File: src/rtl/booth_pkg.sv
package booth_pkg;
    typedef enum logic [1:0] {
        ST_IDLE   = 2'd0,
        ST_SETUP  = 2'd1,
        ST_STEP   = 2'd2,
        ST_FINISH = 2'd3
    } mul_state_t;
endpackage

File: src/rtl/booth_recode.sv
module booth_recode #(
    parameter int K = 2
) (
    input  logic [K-1:0]        grp,
    input  logic                cin,
    output logic signed [K:0]   digit
);
    // digit = signed value of the group plus the carry from the group below
    always_comb begin
        digit = $signed({grp[K-1], grp}) + $signed({{K{1'b0}}, cin});
    end
endmodule

File: src/rtl/booth_ppgen.sv
module booth_ppgen #(
    parameter int AW = 64,
    parameter int K  = 2
) (
    input  logic [AW-1:0]       mcand,
    input  logic signed [K:0]   digit,
    output logic [AW-1:0]       pp
);
    generate
        if (K == 2) begin : g_mux
            always_comb begin
                unique case (digit)
                    3'sd1:   pp = mcand;
                    3'sd2:   pp = mcand << 1;
                    -3'sd1:  pp = -mcand;
                    -3'sd2:  pp = -(mcand << 1);
                    default: pp = '0;
                endcase
            end
        end else begin : g_mult
            logic [AW-1:0] dext;
            always_comb begin
                dext = {{(AW-K-1){digit[K]}}, digit};
                pp   = mcand * dext;
            end
        end
    endgenerate
endmodule

File: src/rtl/booth_ctrl.sv
module booth_ctrl
    import booth_pkg::*;
(
    input  logic       clk,
    input  logic       rst_n,
    input  logic       start,
    input  logic       term,
    output mul_state_t state_o,
    output logic       busy,
    output logic       done,
    output logic       load,
    output logic       step
);
    mul_state_t state_q, state_d;

    always_ff @(posedge clk or negedge rst_n) begin
        if (!rst_n) state_q <= ST_IDLE;
        else        state_q <= state_d;
    end

    always_comb begin
        state_d = state_q;
        unique case (state_q)
            ST_IDLE:   if (start) state_d = ST_SETUP;
            ST_SETUP:  state_d = ST_STEP;
            ST_STEP:   if (term) state_d = ST_FINISH;
            ST_FINISH: state_d = start ? ST_SETUP : ST_IDLE;
            default:   state_d = ST_IDLE;
        endcase
    end

    always_comb begin
        busy = (state_q == ST_SETUP) || (state_q == ST_STEP);
        done = (state_q == ST_FINISH);
        load = start && ((state_q == ST_IDLE) || (state_q == ST_FINISH));
        step = (state_q == ST_STEP);
    end

    assign state_o = state_q;

    // a request during a run never restarts setup
    p_start_ignored_r8: assert property (@(posedge clk) disable iff (!rst_n)
        (busy && start) |=> (state_q != ST_SETUP));

    // completion is a single-cycle pulse
    p_done_pulse_r7: assert property (@(posedge clk) disable iff (!rst_n)
        done |=> !done);

    // request in the done cycle starts the next run
    p_b2b_accept_r9: assert property (@(posedge clk) disable iff (!rst_n)
        (done && start) |=> (state_q == ST_SETUP));
endmodule

File: src/rtl/booth_mul_unit.sv
module booth_mul_unit
    import booth_pkg::*;
#(
    parameter int W   = 32,
    parameter bit ENH = 1'b0
) (
    input  logic          clk,
    input  logic          rst_n,
    input  logic          start,
    input  logic [31:0]   rm,
    input  logic [31:0]   rs,
    input  logic [31:0]   acc_lo,
    input  logic [31:0]   acc_hi,
    input  logic          accumulate,
    input  logic          is_signed,
    input  logic          long_mode,
    output logic          busy,
    output logic          done,
    output logic [31:0]   res_lo,
    output logic [31:0]   res_hi,
    output logic          flag_n,
    output logic          flag_z
);
    localparam int K      = ENH ? 8 : 2;
    localparam int GROUPS = (W + K) / K;
    localparam int RSW    = GROUPS * K;
    localparam int AW     = 2 * W;
    localparam int CW     = $clog2(GROUPS + 1);
    localparam int TOPG   = W / K - 1;
    localparam int TW     = RSW - K + 1;

    mul_state_t            state;
    logic                  load, step, term;
    logic                  sx_in;
    logic [RSW-1:0]        rs_ext, rs_sh;
    logic                  carry_q;
    logic [AW-1:0]         mcand_ext, mcand_q, acc_init, acc_q, acc_nxt, pp;
    logic [CW-1:0]         cnt_q;
    logic                  long_q;
    logic signed [K:0]     digit;
    logic [TW-1:0]         tail;
    logic                  tail_zero, tail_ones, at_top, ones_stop;

    booth_ctrl u_ctrl (
        .clk     (clk),
        .rst_n   (rst_n),
        .start   (start),
        .term    (term),
        .state_o (state),
        .busy    (busy),
        .done    (done),
        .load    (load),
        .step    (step)
    );

    booth_recode #(.K(K)) u_rec (
        .grp   (rs_sh[K-1:0]),
        .cin   (carry_q),
        .digit (digit)
    );

    booth_ppgen #(.AW(AW), .K(K)) u_pp (
        .mcand (mcand_q),
        .digit (digit),
        .pp    (pp)
    );

    // operand extension: zero only for the long unsigned form
    always_comb begin
        sx_in     = ~(long_mode & ~is_signed);
        rs_ext    = {{(RSW-W){sx_in & rs[W-1]}}, rs};
        mcand_ext = {{(AW-W){sx_in & rm[W-1]}}, rm};
        if (!accumulate)    acc_init = '0;
        else if (long_mode) acc_init = {acc_hi, acc_lo};
        else                acc_init = {{W{1'b0}}, acc_lo};
    end

    // early termination on the unconsumed multiplier remainder
    always_comb begin
        acc_nxt   = acc_q + pp;
        tail      = rs_sh[RSW-1:K-1];
        tail_zero = ~|tail;
        tail_ones = &tail;
        at_top    = (cnt_q >= CW'(TOPG));
    end

    generate
        if (ENH) begin : g_ones_any
            assign ones_stop = tail_ones;
        end else begin : g_ones_top
            assign ones_stop = tail_ones & at_top;
        end
    endgenerate

    assign term = tail_zero | ones_stop | (cnt_q == CW'(GROUPS - 1));

    always_ff @(posedge clk or negedge rst_n) begin
        if (!rst_n) begin
            rs_sh   <= '0;
            carry_q <= 1'b0;
            mcand_q <= '0;
            acc_q   <= '0;
            cnt_q   <= '0;
            long_q  <= 1'b0;
            res_lo  <= '0;
            res_hi  <= '0;
            flag_n  <= 1'b0;
            flag_z  <= 1'b0;
        end else if (load) begin
            rs_sh   <= rs_ext;
            carry_q <= 1'b0;
            mcand_q <= mcand_ext;
            acc_q   <= acc_init;
            cnt_q   <= '0;
            long_q  <= long_mode;
        end else if (step) begin
            acc_q   <= acc_nxt;
            mcand_q <= mcand_q << K;
            rs_sh   <= {{K{rs_sh[RSW-1]}}, rs_sh[RSW-1:K]};
            carry_q <= rs_sh[K-1];
            cnt_q   <= cnt_q + 1'b1;
            if (term) begin
                res_lo <= acc_nxt[W-1:0];
                res_hi <= long_q ? acc_nxt[AW-1:W] : '0;
                flag_n <= long_q ? acc_nxt[AW-1] : acc_nxt[W-1];
                flag_z <= long_q ? ~|acc_nxt : ~|acc_nxt[W-1:0];
            end
        end
    end

    // checker: length of the current busy run
    logic [7:0] run_q;
    always_ff @(posedge clk or negedge rst_n) begin
        if (!rst_n)    run_q <= '0;
        else if (busy) run_q <= run_q + 8'd1;
        else           run_q <= '0;
    end

    // a run never exceeds setup plus every group
    p_lat_bound_r4: assert property (@(posedge clk) disable iff (!rst_n)
        busy |-> (run_q <= 8'(GROUPS)));

    // outputs move only together with done
    p_res_stable_r7: assert property (@(posedge clk) disable iff (!rst_n)
        !$stable({res_hi, res_lo, flag_n, flag_z}) |-> done);

    p_busy_done_excl_r7: assert property (@(posedge clk) disable iff (!rst_n)
        !(busy && done));

    // flags agree with the reported words
    p_flag_n_r6: assert property (@(posedge clk) disable iff (!rst_n)
        done |-> (flag_n == (long_q ? res_hi[W-1] : res_lo[W-1])));

    p_flag_z_r6: assert property (@(posedge clk) disable iff (!rst_n)
        done |-> (flag_z == (long_q ? ({res_hi, res_lo} == '0) : (res_lo == '0))));

    // short form clears the high word
    p_hi_zero_r1: assert property (@(posedge clk) disable iff (!rst_n)
        (done && !long_q) |-> (res_hi == '0));
endmodule

File: config.mk
export PLATFORM = sky130hd
export DESIGN_NAME = booth_mul_unit
export DESIGN_NICKNAME = d
export VERILOG_FILES = /design/src/rtl/booth_pkg.sv /design/src/rtl/booth_recode.sv /design/src/rtl/booth_ppgen.sv /design/src/rtl/booth_ctrl.sv /design/src/rtl/booth_mul_unit.sv
export SDC_FILE = /design/constraint.sdc
export NUM_CORES = 1
export LEC_CHECK = 0
export ABC_AREA = 1
export BUFFER_PORTS_ARGS = -buffer_cell sky130_fd_sc_hd__buf_2
export CAP_MARGIN = 25
export CORE_MARGIN = 1
export CORE_UTILIZATION = 45
export DETAILED_ROUTE_END_ITERATION = 10
export REMOVE_ABC_BUFFERS = 1
export SYNTH_ARGS = -nofsm -noshare
export SYNTH_HDL_FRONTEND = slang
export SYNTH_HIERARCHICAL = 1
export SYNTH_SLANG_ARGS = --single-unit
File: constraint.sdc
create_clock -name clk -period 7.4 [get_ports clk]
set_input_delay 0.74 -clock clk [delete_from_list [all_inputs] [get_ports clk]]
set_output_delay 0.74 -clock clk [all_outputs]
set_load 0.005 [all_outputs]
# After elaboration in Yosys (flattened, before gate mapping)
# Index checks and enable logic that the tools add are counted.
# Widths: inputs -> output; s select.
op_classes:
  n_addsub: 5
  div: 0
  n_lt_le_gt_ge: 1
  muxes: 20
  n_eq_ne: 10
  shift: 0
  n_reduce_logical: 14
  bitwise_logic: 9
  n_mul: 0
op_table:
  columns: ["cell", "n"]
  rows:
  - ["$mux 64", 6]
  - ["$pmux 64 s4", 1]
  - ["$neg 64->64", 2]
  - ["$add 64x64->64", 1]
  - ["$reduce_or 64->1", 1]
  - ["$mux 34", 1]
  - ["$mux 33", 1]
  - ["$reduce_and 33->1", 1]
  - ["$reduce_or 33->1", 1]
  - ["$mux 32", 1]
  - ["$reduce_or 32->1", 1]
  - ["$mux 5", 2]
  - ["$pmux 2 s4", 1]
  - ["$eq 3x3->1 const B", 2]
  - ["$add 5x1->5 const B", 1]
  - ["$eq 5x5->1 const B", 1]
  - ["$ge 5x4->1 const B", 1]
  - ["$mux 1", 5]
  - ["$and 1x1->1", 4]
  - ["$eq 2x2->1 const B", 2]
  - ["$mux 2", 2]
  - ["$add 2x2->3", 1]
  - ["$eq 3x1->1 const B", 1]
  - ["$eq 3x2->1 const B", 1]
  - ["other kinds (12)", 18]
totals:
  ff_bits: 237
  in_bits: 134
  output_inout_bits: 68
  elab_cells: 71
  ram_bits: 0
  latch_bits: 0
  romBits: 0
  n_memories: 0

# Logic depth before layout (Yosys ltp)
logic_depth:
  word_depth: 7
  mapped_depth: 32
  mapped_depth_nobuf: 32

# Hierarchy
# The synthesis kept the hierarchy.
by_module_without_submodules:
  columns: ["mod", "seq_area_each_um2", "area_per_inst_um2", "n_inst", "cells_per_inst"]
  rows:
  - ["booth_mul_unit", 5880.6, 16233.1, 1, 2418]
  - ["booth_ppgen", 0.0, 3791.1, 1, 778]
  - ["booth_ctrl", 50.0, 190.2, 1, 25]
  - ["booth_recode", 0.0, 32.5, 1, 4]

# Worst setup path before layout
# OpenSTA, ideal clock, no wires.
synth_path:
  path_kind: "register -> register"
  from: "register rs_sh[0]"
  to: "register flag_z"
  arrival_ns: 3.523
  required_ns: 7.334
  setup_slack_ns: 3.811
  path_stages_with_launch: 29
  period_less_slack_ns: 3.589
  setup_ns: 0.066
  n_path_buf: 2
  path_cell_list: "dfrtp_1 > ha_1 > inv_1 > ha_1 > inv_1 > inv_1 > nand3_1 > buf_2 > buf_1 > a21oi_1 > ha_1 > fa_1 > nand3_1 > nand3_1 > nand2_1 > nand2_1 > nand2_1 > nand2_2 > nand2_1 > nand3b_1 > nand2_1 > nand3_1 > nor2_1 > nand2_1 > nor2_1 > nand3_1 > nand2_1 > nand2_1 > nand2_1"
synth_via:
  elab_chain_len: 7
  elab_cells_between_ends: 12
  classes_between: "add/sub (2); eq/ne (4); mux (2); reduce/logical (4)"
synth_rtl:
  columns: ["item", "line", "rtl"]
  rows:
  - ["start: declaration", "booth_mul_unit.sv:35", "logic [RSW-1:0] rs_ext, rs_sh;"]
  - ["start signal: assignment", "booth_mul_unit.sv:110", "rs_sh <= rs_ext;"]
  - ["start signal: assignment", "booth_mul_unit.sv:119", "rs_sh <= {{K{rs_sh[RSW-1]}}, rs_sh[RSW-1:K]};"]
  - ["$add 2x2->3 (*)", "booth_recode.sv:10", "digit = $signed({grp[K-1], grp}) + $signed({{K{1'b0}}, cin});"]
  - ["named net digit[1]", "booth_mul_unit.sv:40", "logic signed [K:0] digit;"]
  - ["$eq 3x3->1, or another cell as far along", "booth_ppgen.sv:12", "unique case (digit)"]
  - ["$pmux 64 s4 (*)", "booth_ppgen.sv:12", null]
  - ["named net pp[0]", "booth_mul_unit.sv:37", "logic [AW-1:0] mcand_ext, mcand_q, acc_init, acc_q, acc_nxt, pp;"]
  - ["$add 64x64->64 (*)", "booth_mul_unit.sv:80", "acc_nxt = acc_q + pp;"]
  - ["$reduce_or 64->1 / $reduce_or 32->1 (equally long branches)", "booth_mul_unit.sv:126", "flag_z <= long_q ? ~|acc_nxt : ~|acc_nxt[W-1:0];"]
  - ["$logic_not 1->1", "booth_mul_unit.sv:126", null]
  - ["$mux 1 (*)", "booth_mul_unit.sv:126", null]
  - ["end signal: assignment", "booth_mul_unit.sv:126", null]
  - ["end: declaration", "booth_mul_unit.sv:22", "output logic flag_z"]
# The timed path passes the listed nets; every way through them passes the cells marked *.
# A chain may end at the register's enable or synchronous reset.

# Worst setup path in the final report
layout_path:
  from: "register rs_sh[0]"
  to: "register flag_z"
layout_via:
  elab_chain_len: 7
  elab_cells_between_ends: 12
  classes_between: "add/sub (2); eq/ne (4); mux (2); reduce/logical (4)"
layout_rtl:
  columns: ["item", "line"]
  rows:
  - ["$add 2x2->3 (*)", "booth_recode.sv:10"]
  - ["named net digit[1]", "booth_mul_unit.sv:40"]
  - ["$eq 3x3->1, or another cell as far along", "booth_ppgen.sv:12"]
  - ["$pmux 64 s4 (*)", "booth_ppgen.sv:12"]
  - ["named net pp[45]", "booth_mul_unit.sv:37"]
  - ["$add 64x64->64 (*)", "booth_mul_unit.sv:80"]
  - ["$reduce_or 64->1 (*)", "booth_mul_unit.sv:126"]
  - ["$logic_not 1->1 (*)", "booth_mul_unit.sv:126"]
  - ["$mux 1 (*)", "booth_mul_unit.sv:126"]
# Marked as above.

==> reports/qor.yml <==
crit_type: "reg -> reg"
routabilityCongestion: 1.05
wl_per_cell_um: 19.5
fill_cells: 4644
slew_headroom: 0.305
synth_top_area_cell: "dfrtp_1"
grt_use_total: 0.337
start_util: 0.457
cts.htree.levels: 1
outcome: "finished clean"
post_cts_resize_count: 0
antenna_found_initial: 0
dieArea_um2: 45800
post_route_cells_drive_above_1_share: 0.128
crit_buf_inv: 5
fin_crit_sh: 0.737
ys_seq_elements: 237
grt_max_degree: 155
crit_path_max_fanout: 44
clkSinkCount: 237
period_needed_ps: 5460
cts_hold_buf: 0
vias: 21700
grt_overflow_total: 0
antenna_cells: 0
synth_top_area_frac: 0.293
synth-seq-area-share: 0.293
wl_um: 77700
clk_latency_ps: 580
cts-root-buf: "clkbuf_16"
cp_common_cell: "nand2_1"
rsz0062_at_grt: "no"
viasPerCell: 5.44
area_growth_pct: 12.9
yosys_warnings: 6
slowest_stage: "buf_4"
fmaxAchievable_mhz: 183
final_common_cell: "nand2_1"
nets: 3584
num_rows: 77
portBuffers: 201
drtIter0Drc: 2122
finalMaxSlewViolations: 0
cp-start-kind: "register"
synth_area_leaders: "dfrtp_1, nand2_1, inv_1"
numCtsBuffers: 28
holdWs_ps: 129
coreArea_um2: 44300
synth_cell_types: 46
syn_inst: 3225
io_pins: 202
cp.arrival_ps: 5970
drtPass1Iterations: 6
crit_path_max_incr_delay_ps: 480
fin_setup_tns_ps: 0
clockBufferDepth: 3
worst_setup_path_end_kind: "register"
skew_ps: 14.6
cp.required_ps: 7920
grt_pass1_wl_um: 120000
post-cts-setup-buffers: 0
chipWidth_um: 214
setup_viol: 0
dp_hpwl_um: 62300
worst_slew_pin_slew_ps: 1040
syn_area_per_cell_um2: 6.28
holdCritPathClass: "in -> async"
grt_pass1_vias: 20800
final_cell_mix: "nand2_1, inv_1, nor2_1, dfrtp_1, nand3_1"
hold_viol_final: 0
drv_cap: 0
die_h_um: 214
ant_nets: 0
path_clk_slew_ps: 60
crit_family: "simple AND/OR/NAND/NOR gates"
remaining_drc_errors: 0
tritoncts: "done"
syn_area_um2: 20200
[cell type report]
class | count | area, um^2 | share of cell area
Clock inverter | 15 | 274 | 0.0120
Inverter | 510 | 1920 | 0.0838
Clock buffer | 37 | 795 | 0.0348
Timing Repair Buffer | 217 | 1160 | 0.0508
Multi-Input combinational cell | 2382 | 12000 | 0.527
Sequential cell | 237 | 5930 | 0.259
Tap cell | 592 | 741 | 0.0324
[worst register-to-register path: stages (launching register included)]
cell and delay [ps]:
dfrtp_1 390, ha_1 210, inv_1 60, ha_1 220, inv_1 90, inv_1 90
nand3_1 250, buf_4 490, o22ai_1 170, nand3b_1 250, ha_1 460, nand2_1 160
nor2_1 410, nand2_1 160, inv_2 100, nand2_1 140, nor3_1 320, nand2_1 270
nand3_1 150, nand2_1 190, nor2_1 150, nand2_1 120, nor2_1 180, nand3_1 170
nand2_1 110, nand2_1 50, nand2_1 50
[metrics by stage]
step	instances	util	setup WS (ps)	cell area (um^2)
global placement	3937	0.491	1880	21800
global route	3990	0.516	1800	22900
finish	3990	0.516	1940	22900
detailed placement	3937	0.491	1930	21800
CTS	3989	0.515	1890	22800
floorplan	3129	-	302	19800
[synthesized netlist by cell type (all sizes together)]
cell type and number:
inv 508, o21ai 97, dfrtp 237, xnor2 20, xor2 30, nor2 352, a22o 16, fa 1
and2 5, and3 2, nand2b 1, o221ai 40, nor3 16, nand2 1171, nand4 41, nand3b 34
o21bai 1, clkbuf 66, clkinv 2, a211oi 1, o22ai 47, o211ai 50, nand3 228, nor4 10
a22oi 1, a31oi 33, o2111ai 3, a21oi 109, ha 73, buf 30
[registers in the layout, summed over array words and instances, names as in the netlist]
| register | flops |
|---|---|
| res_hi | 32 |
| acc_q | 64 |
| u_ctrl/state_o | 2 |
| flag_z | 1 |
| long_q | 1 |
| cnt_q | 5 |
| mcand_q | 64 |
| res_lo | 32 |
| rs_sh | 34 |
| carry_q | 1 |
| flag_n | 1 |
[final timing paths]
kind,startpoint,to,slack (ps),cells past startpoint
setup / recovery,rs_sh[0],flag_z,1940,26
hold / removal,rst_n,res_lo[20],130,1
setup reg to reg,rs_sh[0],flag_z,1940,26
hold reg to reg,res_lo[31],res_lo[31],480,2
max in group asynchronous,rst_n,mcand_q[62],5870,2
min in group clk,rs[29],rs_sh[29],360,3
[logic make-up after synthesis]
kind of cell,count (synthesis),share of synthesized area
flops,237,0.293
buf+inv,606,0.114
fa+ha+maj,74,0.0461
simple gates,1860,0.403
compound gates,398,0.121
xor+xnor,50,0.0231
[metal layers]
metal  global-route usage  wire (um)  up-vias
met5                    0          0        -
li1                     -          -    10600
met3               0.0313       5440      119
met1                0.489      35900    10200
met2                0.520      33500      813
met4                0.120       2850        0
Power is left out: the tool's default activity adds up to more than one toggle a clock period on the data nets, which glitch-free logic cannot reach.
